$ cat src/rtl/segsel_pkg.sv
package segsel_pkg;
   localparam int SEG_W   = 3;
   localparam int MASK_W  = 6;
   localparam int RCODE_W = 4;

   typedef enum logic [SEG_W-1:0] {
      SEG_ES   = 3'd0,
      SEG_CS   = 3'd1,
      SEG_SS   = 3'd2,
      SEG_DS   = 3'd3,
      SEG_FS   = 3'd4,
      SEG_GS   = 3'd5,
      SEG_NONE = 3'd7
   } seg_e;

   localparam logic [RCODE_W-1:0] RC_AX   = 4'd0;
   localparam logic [RCODE_W-1:0] RC_CX   = 4'd1;
   localparam logic [RCODE_W-1:0] RC_DX   = 4'd2;
   localparam logic [RCODE_W-1:0] RC_BX   = 4'd3;
   localparam logic [RCODE_W-1:0] RC_SP   = 4'd4;
   localparam logic [RCODE_W-1:0] RC_BP   = 4'd5;
   localparam logic [RCODE_W-1:0] RC_SI   = 4'd6;
   localparam logic [RCODE_W-1:0] RC_DI   = 4'd7;
   localparam logic [RCODE_W-1:0] RC_IP   = 4'd8;
   localparam logic [RCODE_W-1:0] RC_DISP = 4'd9;

   localparam logic [1:0] ASZ_16 = 2'd0;
endpackage

$ cat src/rtl/segsel_strdet.sv
module segsel_strdet #(
   parameter int OPC_LEN_W = 3
) (
   input  logic [7:0]           opcode,
   input  logic [OPC_LEN_W-1:0] opc_len,
   output logic                 is_str
);
   localparam logic [OPC_LEN_W-1:0] ONE_BYTE = OPC_LEN_W'(1);

   logic in_io_blk, in_mv_blk, in_ld_blk;

   always_comb begin
      in_io_blk = (opcode[7:2] == 6'b011011);
      in_mv_blk = (opcode[7:2] == 6'b101001);
      in_ld_blk = (opcode >= 8'hAA) && (opcode <= 8'hAF);
      is_str    = (opc_len == ONE_BYTE) && (in_io_blk || in_mv_blk || in_ld_blk);
   end
endmodule

$ cat src/rtl/segsel_ovr.sv
module segsel_ovr
   import segsel_pkg::*;
#(
   parameter int N = MASK_W
) (
   input  logic [N-1:0]     mask,
   output logic             any,
   output logic             multi,
   output logic [SEG_W-1:0] idx
);
   localparam int CNT_W = $clog2(N + 1);

   logic [CNT_W-1:0] cnt;

   always_comb begin
      cnt = '0;
      idx = '0;
      for (int i = 0; i < N; i++) begin
         cnt = cnt + CNT_W'(mask[i]);
         if (mask[i]) idx = idx | SEG_W'(i);
      end
      any   = (cnt != '0);
      multi = (cnt > CNT_W'(1));
   end
endmodule

$ cat src/rtl/segsel_dflt.sv
module segsel_dflt
   import segsel_pkg::*;
(
   input  logic [RCODE_W-1:0] rcode,
   input  logic [1:0]         addr_size,
   input  logic               is_str,
   output seg_e               dseg,
   output logic               err16,
   output logic               bad
);
   always_comb begin
      dseg  = SEG_NONE;
      err16 = 1'b0;
      bad   = 1'b0;
      case (rcode)
         RC_AX, RC_CX, RC_DX: begin
            dseg  = SEG_DS;
            err16 = (addr_size == ASZ_16);
         end
         RC_BX, RC_SI, RC_DISP: dseg = SEG_DS;
         RC_DI:                 dseg = is_str ? SEG_ES : SEG_DS;
         RC_SP, RC_BP:          dseg = SEG_SS;
         RC_IP:                 dseg = SEG_CS;
         default:               bad  = 1'b1;
      endcase
   end
endmodule

$ cat src/rtl/segsel_resolve.sv
module segsel_resolve
   import segsel_pkg::*;
#(
   parameter int OPC_LEN_W  = 3,
   parameter bit REGISTERED = 1'b1
) (
   input  logic                 clk,
   input  logic                 rst_n,
   input  logic                 in_valid,
   input  logic [7:0]           opcode,
   input  logic [OPC_LEN_W-1:0] opc_len,
   input  logic [5:0]           ovr_mask,
   input  logic [3:0]           base_reg,
   input  logic [1:0]           addr_size,
   input  logic                 long_mode,
   output logic                 out_done,
   output logic [2:0]           out_seg,
   output logic                 out_err
);
   initial begin
      assert (OPC_LEN_W >= 2) else $error("OPC_LEN_W must be at least 2");
      assert (MASK_W == 6 && SEG_W == 3) else $error("package widths changed");
   end

   logic             is_str, any_ovr, multi_ovr, err16, bad_rc;
   logic [SEG_W-1:0] ovr_idx;
   seg_e             dseg;
   seg_e             res_seg;
   logic             res_err;

   segsel_strdet #(.OPC_LEN_W(OPC_LEN_W)) u_str (
      .opcode (opcode),
      .opc_len(opc_len),
      .is_str (is_str)
   );

   segsel_ovr #(.N(MASK_W)) u_ovr (
      .mask (ovr_mask),
      .any  (any_ovr),
      .multi(multi_ovr),
      .idx  (ovr_idx)
   );

   segsel_dflt u_dflt (
      .rcode    (base_reg),
      .addr_size(addr_size),
      .is_str   (is_str),
      .dseg     (dseg),
      .err16    (err16),
      .bad      (bad_rc)
   );

   always_comb begin
      res_seg = SEG_NONE;
      res_err = 1'b0;
      if (base_reg == RC_IP) begin
         res_seg = long_mode ? SEG_NONE : SEG_CS;
      end else if (bad_rc) begin
         res_err = 1'b1;
      end else if (base_reg == RC_DI && is_str) begin
         res_seg = long_mode ? SEG_NONE : dseg;
      end else if (multi_ovr) begin
         res_err = 1'b1;
      end else if (any_ovr) begin
         if (long_mode && ovr_idx != SEG_FS && ovr_idx != SEG_GS)
            res_seg = SEG_NONE;
         else
            res_seg = seg_e'(ovr_idx);
      end else if (long_mode) begin
         res_seg = SEG_NONE;
      end else if (err16) begin
         res_err = 1'b1;
      end else begin
         res_seg = dseg;
      end
   end

   // error always reports the IGNORE code
   a_r10_err_ignore: assert property (@(posedge clk) disable iff (!rst_n)
      out_err |-> out_seg == SEG_NONE);

   generate
      if (REGISTERED) begin : g_reg
         logic             done_q, err_q;
         logic [SEG_W-1:0] seg_q;

         always_ff @(posedge clk) begin
            if (!rst_n) begin
               done_q <= 1'b0;
               err_q  <= 1'b0;
               seg_q  <= SEG_NONE;
            end else begin
               done_q <= in_valid;
               if (in_valid) begin
                  err_q <= res_err;
                  seg_q <= res_seg;
               end
            end
         end

         assign out_done = done_q;
         assign out_err  = err_q;
         assign out_seg  = seg_q;

         a_r11_done_after_strobe: assert property (@(posedge clk) disable iff (!rst_n)
            out_done |-> $past(in_valid));
         a_r11_hold: assert property (@(posedge clk) disable iff (!rst_n)
            !in_valid |=> $stable(out_seg) && $stable(out_err));
         a_r6_ip_never_err: assert property (@(posedge clk) disable iff (!rst_n)
            in_valid && base_reg == RC_IP |=>
               !out_err && out_seg == ($past(long_mode) ? SEG_NONE : SEG_CS));
         a_r8_bad_code: assert property (@(posedge clk) disable iff (!rst_n)
            in_valid && base_reg > RC_DISP |=> out_err);
         a_r7_long_seg: assert property (@(posedge clk) disable iff (!rst_n)
            in_valid && long_mode |=>
               out_seg == SEG_NONE || out_seg == SEG_FS || out_seg == SEG_GS);
         a_r2_multi: assert property (@(posedge clk) disable iff (!rst_n)
            in_valid && $countones(ovr_mask) > 1 && base_reg != RC_IP &&
            base_reg != RC_DI && base_reg <= RC_DISP |=> out_err);
      end else begin : g_comb
         assign out_done = in_valid;
         assign out_err  = res_err;
         assign out_seg  = res_seg;
      end
   endgenerate
endmodule

$ cat config.mk
export PLATFORM = sky130hd
export DESIGN_NAME = segsel_resolve
export DESIGN_NICKNAME = d
export VERILOG_FILES = /design/src/rtl/segsel_pkg.sv /design/src/rtl/segsel_strdet.sv /design/src/rtl/segsel_ovr.sv /design/src/rtl/segsel_dflt.sv /design/src/rtl/segsel_resolve.sv
export SDC_FILE = /design/constraint.sdc
export NUM_CORES = 1
export LEC_CHECK = 0
export ABC_AREA = 1
export CORE_AREA = 2 2 42 44
export CTS_CLUSTER_DIAMETER = 120
export DETAILED_ROUTE_END_ITERATION = 6
export DIE_AREA = 0 0 44 46
export DONT_BUFFER_PORTS = 1
export GPL_TIMING_DRIVEN = 1
export RECOVER_POWER = 100
export SYNTH_ARGS = -nofsm -noshare
export SYNTH_HDL_FRONTEND = slang
export SYNTH_SLANG_ARGS = --single-unit
$ cat constraint.sdc
create_clock -name clk -period 3.05 [get_ports clk]
set_clock_uncertainty 0.2 [all_clocks]
set_input_delay 0.61 -clock clk [delete_from_list [all_inputs] [get_ports clk]]
set_output_delay 0.61 -clock clk [all_outputs]
set_load 0.01 [all_outputs]
==> impl_metrics.csv, run 1 <==
group,metric,value,unit
cells_and_area,n_antenna_cell,0,
place,post-place-cells,125,
global_route,grt_overflow,0,
worst_setup_path,r2r_setup_slack,2.17,ns
worst_setup_path,critPathMaxStageDelay,0.48,ns
worst_setup_path,path_cells,"ha_4 > inv_2 > fa_1 > fa_2 > fa_1 > nand2_1 > inv_2 > nand2_2 > inv_1 > nand4_1 > o311ai_1 > nand2_1 > nand2_1 > nand2_1 > nand2_1 > nand2_1",
sta,worst_slack,0.0529,ns
global_route,grt_pass1_vias,603,
sta,fin_crit_sh,98.3,%
global_route,grtUsageTotal,14.2,%
sta,post-route-min-period,3.00,ns
drt,drtIter0Drc,8,
clock_network,ctsResizeCount,0,
worst_setup_path,cp.buffers_inverters,3,
drt,firstDrtPassIters,4,
sta,slew_violations,0,
sta,hold_violations,0,
place,dpl_worst_slack,-0.201,ns
floorplan,die_area,0.00202,mm^2
global_route,grt_max_degree,8,
clock_network,cts_setup_buffers,0,
global_route,grt_antenna_before_repair,0,
drt,finalWirelength,1160,um
cells_and_area,final-seq-area,100,um^2
drt,vias,624,
drt,viasPerCell,4.84,
cells_and_area,fin_cells,129,
cells_and_area,drive_above_1_share,17.0,%
power_and_ir_drop,pwr_density_cell,361,mW/mm^2
synthesis,seq_area_frac_synth,16.5,%
synthesis,ys_async_sr_fraction,0,%
place,portBuffers,0,
global_route,met1_usage,17.4,%
run_status,status,"completed",
place,gp_congestion,0.846,
clock_network,cts_tree,"yes",
worst_setup_path,cp-end-kind,"register",
clock_network,root_buffer,"clkbuf_4",
synthesis,synth_nets,139,
floorplan,die-width,44,um
cells_and_area,synthToLayoutAreaGrowth,10.7,%
power_and_ir_drop,ir_worst_vdd,0.103,mV
worst_setup_path,ff2ff_path_depth,2,
worst_setup_path,crit_family,"adder cells",
cells_and_area,final_cell_mix,"43 x nand2_1, 18 x inv_1, 6 x inv_2, 5 x nand3_1, 5 x dfxtp_1",
sta,slew_headroom,83.8,%
worst_setup_path,critPathMostFrequentCell,"nand2_1",
worst_setup_path,worstSetupStartpointType,"input pin",
worst_setup_path,cp_max_fo,5,
synthesis,synth_edf_count,0,
worst_setup_path,cp.depth,16,
floorplan,initial_core_util,37.6,%
cells_and_area,fin_util,41.6,%
synthesis,netlist_instances,108,
global_route,met3_usage,2.38,%
synthesis,synth.area.top_cells,"nand2_1 27%, dfxtp_1 16%, inv_1 12%, fa_1 9.9%, nand3_1 4.1%",
sta,worst_pin_slew,0.240,ns
clock_network,cts.clk_slew.worst_paths,0.04,ns
worst_setup_path,r2r-end,"out_seg[1]$_SDFFE_PN1P_",
drt,routedWlPerCell,8.98,um
cells_and_area,final_common_cell,"nand2_1",
cells_and_area,multiInputGateArea,434,um^2
floorplan,fp.coreArea,0.00161,mm^2
clock_network,cts.sinks,5,
worst_setup_path,crit_type,"in2reg",
synthesis,synth_top_cell_by_area,"nand2_1",
sta,finalSetupViolCount,0,
drt,drc,0,
clock_network,htree_num_levels,1,
cells_and_area,nets,144,
flow_run,drv_cap,0,
global_route,grt_pass1_wl,2190,um
worst_hold_path,hold_depth,2,
sta,fmax,334,MHz
synthesis,synth.ff_latch_count,5,
worst_setup_path,critPathRequiredTime,2.97,ns
clock_network,cts_buffer_depth,2,
floorplan,die_h,46,um
synthesis,yosysWarnings,0,
cells_and_area,fill_cells,183,
sta,grt_setup_unrepaired,"yes",
worst_setup_path,arrival,2.92,ns
global_route,use_met2,24.7,%
worst_setup_path,reg2reg_from,"out_seg[1]$_SDFFE_PN1P_",
worst_hold_path,worstHoldStart,"in_valid",
floorplan,pin_count,32,
worst_hold_path,worstHoldPathType,"in2reg",
synthesis,netlist.area_leader.share,27.2,%
synthesis,synth_area,607,um^2
worst_setup_path,crit_path_top_delay_cell,"fa_1",
place,post-dp-hpwl,1040,um
worst_hold_path,hold_end,"out_done$_SDFF_PN0_",
floorplan,row_count,15,
clock_network,clk_latency,0.23,ns
synthesis,syn_area_per_cell,5.62,um^2
clock_network,cts_hold_buf,0,
global_route,top_usage_layer,"met2",
power_and_ir_drop,p_leak,0.380,nW
synthesis,ys_types,21,
synthesis,synthFlopType,"dfxtp_1",
drt,drt.antenna.violating_nets,0,
clock_network,numCtsBuffers,3,
-- Yosys cell counts (2+ instances only) --
cell type / number
a21oi_1: 4
nor2_1: 4
inv_2: 5
fa_1: 3
inv_1: 19
nand3_1: 5
nor3_1: 2
nand2_1: 44
dfxtp_1: 5
nand2_2: 2
nand4_1: 3
nor2_2: 3
-- power breakdown --
group	switching [mW]	internal, mW	leakage [nW]
Combinational	0.0553	0.0378	0.323
Clock	0.0236	0.0492	0.0150
Sequential	0.00555	0.0710	0.0416
Total	0.0844	0.158	0.380
-- final cells by class --
class	instances	share of cell area, %
multi-input combinational	79	64.6
clock buffer	4	3.91
inverter	24	13.4
sequential	5	14.9
tap	17	3.17
-- worst max path at each step --
stage,end,start,slack (ns)
global placement,out_seg[2]$_SDFFE_PN1P_,ovr_mask[1],-0.20
global route,out_seg[2]$_SDFFE_PN1P_,ovr_mask[1],-0.12
CTS,out_seg[2]$_SDFFE_PN1P_,ovr_mask[1],0.04
detailed placement,out_seg[2]$_SDFFE_PN1P_,ovr_mask[1],-0.20
floorplan,out_seg[2]$_SDFFE_PN1P_,ovr_mask[1],-0.07
finish,out_seg[2]$_SDFFE_PN1P_,ovr_mask[1],0.05
-- stage by stage --
step / total power, mW / instance area, um^2 / hold WS (ns) / TNS, ns
after floorplan: 0.157 / 624 / 0.306 / -0.122
after global placement: 0.170 / 646 / 0.326 / -0.433
after detailed placement: 0.172 / 646 / 0.334 / -0.448
after CTS: 0.246 / 672 / 0.269 / 0
after global routing: 0.271 / 672 / 0.272 / -0.223
final: 0.242 / 672 / 0.272 / 0
-- per-layer routing --
metal / vias up / wire length (um)
met4: 0 / 0
met5: - / 0
met2: 19 / 595
met3: 0 / 60
li1: 339 / -
met1: 266 / 503
-- logic make-up (layout without fill, tap and decap cells) --
kind of cell               after synthesis  after routing  synth area share [%]
and+or+nand+nor                         66             66                  47.6
adders and majority gates                4              4                  12.0
AOI/OAI and AO/OA                        9              9                  9.07
buffers and inverters                   24             28                  14.8
DFF                                      5              5                  16.5
-- sequential cells by signal (all words and copies together) (netlist names) --
register  flops
out_done      1
out_seg       3
out_err       1
No activity file was read; power rests on OpenSTA's default activity.
==> inputs of run 2 (changes only) <==
--- a/config.mk
+++ b/config.mk
@@ -6,10 +6,12 @@
 export NUM_CORES = 1
 export LEC_CHECK = 0
 export ABC_AREA = 1
-export CORE_AREA = 2 2 42 44
+export CAP_MARGIN = 5
+export CORE_AREA = 2 2 39 41
+export CTS_BUF_LIST = sky130_fd_sc_hd__clkbuf_4
 export CTS_CLUSTER_DIAMETER = 120
 export DETAILED_ROUTE_END_ITERATION = 6
-export DIE_AREA = 0 0 44 46
+export DIE_AREA = 0 0 41 43
 export DONT_BUFFER_PORTS = 1
 export GPL_TIMING_DRIVEN = 1
 export RECOVER_POWER = 100
==> run 2 against run 1 <==
Net effect:
- final cell count is 0.78% higher
- critical path depth up 1
- clock power is 18% higher
- clock-buffer cell count unchanged
- non-clock buffer count is 2 higher
- global-route usage grew 0.12 points
==> impl_metrics.csv, run 2 (synthesis gave the netlist of run 1 again) <==
group,metric,value,unit
drt,viasPerCell,4.72,
cells_and_area,final_cell_mix,"43 x nand2_1, 17 x inv_1, 7 x inv_2, 5 x dfxtp_1",
place,post-dp-hpwl,993,um
sta,post-route-min-period,3.03,ns
sta,slew_headroom,82.0,%
drt,vias,614,
clock_network,root_buffer,"clkbuf_4",
cells_and_area,nets,146,
drt,drtIter0Drc,14,
cells_and_area,largest_reg_flops,3,
place,post-place-cells,125,
clock_network,clk_latency,0.24,ns
sta,hold_ws,0.262,ns
sta,grt_setup_unrepaired,"yes",
floorplan,die_area,0.00176,mm^2
sta,fin_crit_sh,99.2,%
floorplan,row_count,14,
floorplan,die-width,41,um
run_status,status,"completed",
worst_setup_path,cp-end-kind,"register",
cells_and_area,final_common_cell,"nand2_1",
place,place_area,652,um^2
place,portBuffers,0,
floorplan,fp.coreArea,0.00138,mm^2
global_route,grt_pass1_wl,1810,um
sta,fmax,330,MHz
sta,finalSetupViolCount,0,
clock_network,numCtsBuffers,3,
power_and_ir_drop,p_leak,0.393,nW
floorplan,die_h,43,um
worst_setup_path,ff2ff_path_depth,2,
sta,hold_violations,0,
clock_network,cts_tree,"yes",
drt,routedWlPerCell,8.70,um
worst_setup_path,worstSetupStartpointType,"input pin",
drt,drc,0,
floorplan,initial_core_util,43.9,%
worst_hold_path,hold_depth,2,
place,gp_congestion,0.698,
global_route,grt_max_degree,8,
sta,slew_violations,0,
cells_and_area,fin_cells,130,
global_route,grtUsageTotal,14.3,%
worst_setup_path,cp_max_fo,4,
global_route,grt_antenna_before_repair,0,
drt,drt.antenna.violating_nets,0,
worst_setup_path,arrival,2.96,ns
power_and_ir_drop,power,0.269,mW
worst_setup_path,critPathRequiredTime,2.99,ns
floorplan,pin_count,32,
drt,firstDrtPassIters,4,
clock_network,cts_hold_buf,0,
clock_network,cts.sinks,5,
clock_network,cts.clk_slew.worst_paths,0.04,ns
global_route,grt_pass1_vias,529,
cells_and_area,fin_util,50.8,%
worst_hold_path,worstHoldPathType,"in2reg",
cells_and_area,synthToLayoutAreaGrowth,15.9,%
cells_and_area,fin_area,703,um^2
power_and_ir_drop,ir_worst_vdd,0.240,mV
cells_and_area,drive_above_1_share,22.8,%
clock_network,cts_buffer_depth,2,
power_and_ir_drop,pwr_density_cell,383,mW/mm^2
cells_and_area,n_antenna_cell,0,
worst_setup_path,crit_type,"in2reg",
clock_network,htree_num_levels,1,
drt,finalWirelength,1130,um
sta,worst_pin_slew,0.266,ns
global_route,grt_overflow,0,
flow_run,drv_cap,0,
-- run 2: cell type report --
type                       count  area, um^2
multi-input combinational     79         448
inverter                      24        90.1
sequential                     5         100
tap                           16        20.0
fill                         154         681
clock buffer                   4        30.0
timing repair buffer           2        15.0
-- run 2: timing repair --
action | in CTS | in global routing
resized for setup | 0 | 4
endpoints found under the setup margin | 0 | 2
buffers inserted | 0 | 1
-- run 2: power breakdown --
group	switching [mW]	internal [mW]
logic	0.0596	0.0471
clock network	0.0278	0.0584
registers	0.00520	0.0709
-- run 2: path summary, 6_finish.rpt --
path | end | from | slack (ns)
max | out_seg[1]$_SDFFE_PN1P_ | ovr_mask[1] | 0.02
min | out_done$_SDFF_PN0_ | in_valid | 0.26
max reg2reg | out_err$_SDFFE_PN0P_ | out_err$_SDFFE_PN0P_ | 2.19
min reg2reg | out_seg[2]$_SDFFE_PN1P_ | out_seg[2]$_SDFFE_PN1P_ | 0.33
-- run 2: critical path, cell delays in order --
cell and delay, ns:
ha_4 0.24, inv_2 0.03, fa_1 0.45, fa_2 0.35
fa_1 0.48, nand2_1 0.06, inv_2 0.08, buf_4 0.12
nand3_2 0.08, a21oi_2 0.13, nand2_1 0.06, nand2_1 0.05
nand2_1 0.05, nand2_1 0.05, nand2_1 0.05, nand2_1 0.06
nand2_1 0.04
-- run 2: routing by layer --
metal | global-route usage, % | vias to the layer above | wire, um
li1 | - | 343 | -
met4 | 2.00 | 0 | 0
met3 | 5.24 | 0 | 94
met2 | 22.5 | 19 | 505
met5 | 0 | - | 0
met1 | 18.6 | 252 | 530
-- run 2: per-stage QoR --
step           worst slack [ns]  TNS (ns)
6_report                 0.0241         0
3_3_place_gp             -0.166    -0.346
5_1_grt                 -0.0899    -0.176
2_1_floorplan           -0.0679    -0.122
4_1_cts                  0.0629         0
3_5_place_dp             -0.194    -0.369
==> inputs of run 3 (changes only) <==
==> constraint.sdc (replaced) <==
create_clock -name clk -period 3.05 [get_ports clk]
set_clock_uncertainty 0.2 [all_clocks]
set_input_delay 0.1525 -clock clk [delete_from_list [all_inputs] [get_ports clk]]
set_output_delay 0.1525 -clock clk [all_outputs]
set_load 0.01 [all_outputs]
==> run 3 against run 2 <==
Net effect:
- worst setup slack better by 0.30 ns
- register-to-register slack hardly changed
- first-iteration DRC count is 36% lower
- core utilization is 0.27 points higher
- clock-buffer cell count stayed put
- largest power group unchanged
- highest routed layer is now met4
- critical path type unchanged
==> impl_metrics.csv, run 3 (synthesis gave the netlist of run 1 again) <==
group,metric,value,unit
run_status,status,"completed",
sta,fin_crit_sh,89.3,%
sta,worst_slack,0.327,ns
floorplan,pin_count,32,
cells_and_area,synthToLayoutAreaGrowth,16.5,%
drt,drc,0,
cells_and_area,drive_above_1_share,12.8,%
worst_setup_path,cp-end-kind,"register",
cells_and_area,fill_cells,149,
worst_setup_path,arrival,2.66,ns
power_and_ir_drop,comb_power_share,36.7,%
floorplan,row_count,14,
drt,vias,655,
place,post-dp-hpwl,977,um
power_and_ir_drop,ir_worst_vdd,0.104,mV
drt,finalWirelength,1170,um
sta,slew_headroom,79.1,%
worst_setup_path,r2r_setup_slack,2.18,ns
worst_setup_path,crit_path_top_delay_cell,"fa_1",
worst_setup_path,crit_family,"adder cells",
cells_and_area,final_common_cell,"nand2_1",
sta,fmax,367,MHz
worst_setup_path,worstSetupStartpointType,"input pin",
place,portBuffers,0,
sta,finalSetupViolCount,0,
global_route,grt_pass1_vias,591,
clock_network,cts.sinks,5,
floorplan,die-width,41,um
power_and_ir_drop,p_switching,0.0877,mW
global_route,grt_overflow,0,
global_route,grt_antenna_before_repair,0,
sta,setup_tns,0,ns
power_and_ir_drop,pwr_density_cell,362,mW/mm^2
floorplan,fp.coreArea,0.00138,mm^2
worst_setup_path,reg2reg_from,"out_seg[0]$_SDFFE_PN1P_",
sta,worst_pin_slew,0.310,ns
drt,wl_met3,62,um
drt,viasPerCell,4.92,
worst_setup_path,cp_max_fo,5,
cells_and_area,largest_reg_flops,3,
worst_hold_path,hold_depth,3,
power_and_ir_drop,swShare,34.3,%
worst_setup_path,critPathMostFrequentCell,"nand2_1",
drt,top_layer,"met4",
cells_and_area,n_antenna_cell,0,
power_and_ir_drop,p_leak,0.405,nW
worst_setup_path,critPathRequiredTime,2.99,ns
floorplan,die_area,0.00176,mm^2
power_and_ir_drop,intPower,0.168,mW
clock_network,numCtsBuffers,3,
worst_setup_path,path_cells,"ha_1 > inv_1 > fa_1 > fa_1 > fa_1 > nand2_1 > inv_1 > nand2_1 > inv_1 > nand4_1 > o311ai_0 > nand2_1 > nand2_1 > nand2_1 > nand2_1 > nand2_1",
worst_hold_path,worstHoldPathType,"in2reg",
sta,slew_violations,0,
floorplan,die_h,43,um
power_and_ir_drop,power,0.256,mW
clock_network,cts_buffer_depth,2,
sta,post-route-min-period,2.72,ns
worst_setup_path,r2r-end,"out_seg[0]$_SDFFE_PN1P_",
worst_setup_path,critPathMaxStageDelay,0.49,ns
clock_network,cts_tree,"yes",
clock_network,cts_setup_buffers,0,
clock_network,cts.clk_slew.worst_paths,0.04,ns
drt,drt.antenna.violating_nets,0,
power_and_ir_drop,seq_power_share,29.7,%
cells_and_area,nets,149,
place,dpl_worst_slack,0.144,ns
drt,drtIter0Drc,9,
clock_network,root_buffer,"clkbuf_4",
power_and_ir_drop,clkPwrFrac,33.6,%
cells_and_area,fin_area,707,um^2
place,place_area,627,um^2
sta,hold_violations,0,
clock_network,clk_latency,0.25,ns
sta,grt_setup_unrepaired,"no",
flow_run,drv_cap,0,
worst_setup_path,crit_type,"in2reg",
drt,dr_wl_met2,594,um
worst_setup_path,ff2ff_path_depth,2,
drt,routedWlPerCell,8.81,um
global_route,grtUsageTotal,17.1,%
worst_setup_path,cp.buffers_inverters,3,
global_route,grt_max_degree,8,
global_route,grt_pass1_wl,2120,um
place,gp_congestion,0.774,
floorplan,initial_core_util,43.9,%
worst_hold_path,hold_end,"out_err$_SDFFE_PN0P_",
clock_network,htree_num_levels,1,
cells_and_area,final_cell_mix,"44 x nand2_1, 20 x inv_1, 5 x nand3_1, 5 x dlygate4sd3_1, 5 x dfxtp_1",
drt,wirelength_met1,475,um
drt,firstDrtPassIters,2,
worst_hold_path,worstHoldStart,"base_reg[0]",
-- run 3: layout make-up --
cell class	instances	area (um^2)	share of cell area [%]
multi-input combinational	79	417	58.9
sequential	5	100	14.2
inverter	24	90.1	12.7
timing repair buffer	5	50.0	7.08
clock buffer	4	30.0	4.25
tap	16	20.0	2.83
-- run 3: metal layers --
| layer | GRT usage [%] | vias to the layer above |
|---|---|---|
| li1 | - | 349 |
| met1 | 19.0 | 284 |
| met2 | 28.7 | 17 |
| met3 | 2.09 | 5 |
| met4 | 10.0 | 0 |
| met5 | 0 | - |
-- run 3: timing repair --
| action | in CTS | in global routing |
|---|---|---|
| hold buffers | 5 | 0 |
| gates resized for setup | 0 | 0 |
| endpoints found under the hold margin | 5 | 0 |
-- run 3: power groups by stage --
| stage | clock (mW) | combinational [mW] | sequential, mW |
|---|---|---|---|
| 3_5_place_dp | 0 | 0.0895 | 0.0773 |
| 2_1_floorplan | 0 | 0.0760 | 0.0768 |
| 5_1_grt | 0.0922 | 0.111 | 0.0772 |
| 6_report | 0.0859 | 0.0937 | 0.0760 |
| 3_3_place_gp | 0 | 0.0880 | 0.0772 |
| 4_1_cts | 0.0894 | 0.0962 | 0.0761 |
-- run 3: worst max path at each step --
stage,startpoint,end,slack (ns),cells past startpoint
final,ovr_mask[0],out_seg[2]$_SDFFE_PN1P_,0.33,16
after global routing,ovr_mask[0],out_seg[1]$_SDFFE_PN1P_,0.15,17
after CTS,ovr_mask[0],out_seg[2]$_SDFFE_PN1P_,0.39,16
after detailed placement,ovr_mask[0],out_seg[2]$_SDFFE_PN1P_,0.14,16
after global placement,ovr_mask[0],out_seg[2]$_SDFFE_PN1P_,0.15,16
after floorplan,ovr_mask[0],out_seg[2]$_SDFFE_PN1P_,0.30,16
-- run 3: stage by stage --
stage / util [%] / hold WS [ns] / std cells
after floorplan: - / 0.0460 / 108
after global routing: 51.1 / 0.0429 / 133
after CTS: 51.1 / 0.0253 / 133
final: 51.1 / 0.0231 / 133
after detailed placement: 45.3 / 0.0518 / 124
after global placement: 45.3 / 0.0544 / 124
-- run 3: worst reg2reg max path: stages, from the launching register on --
cell and delay, ns:
dfxtp_1 0.33, a21oi_1 0.17, nand2_1 0.06
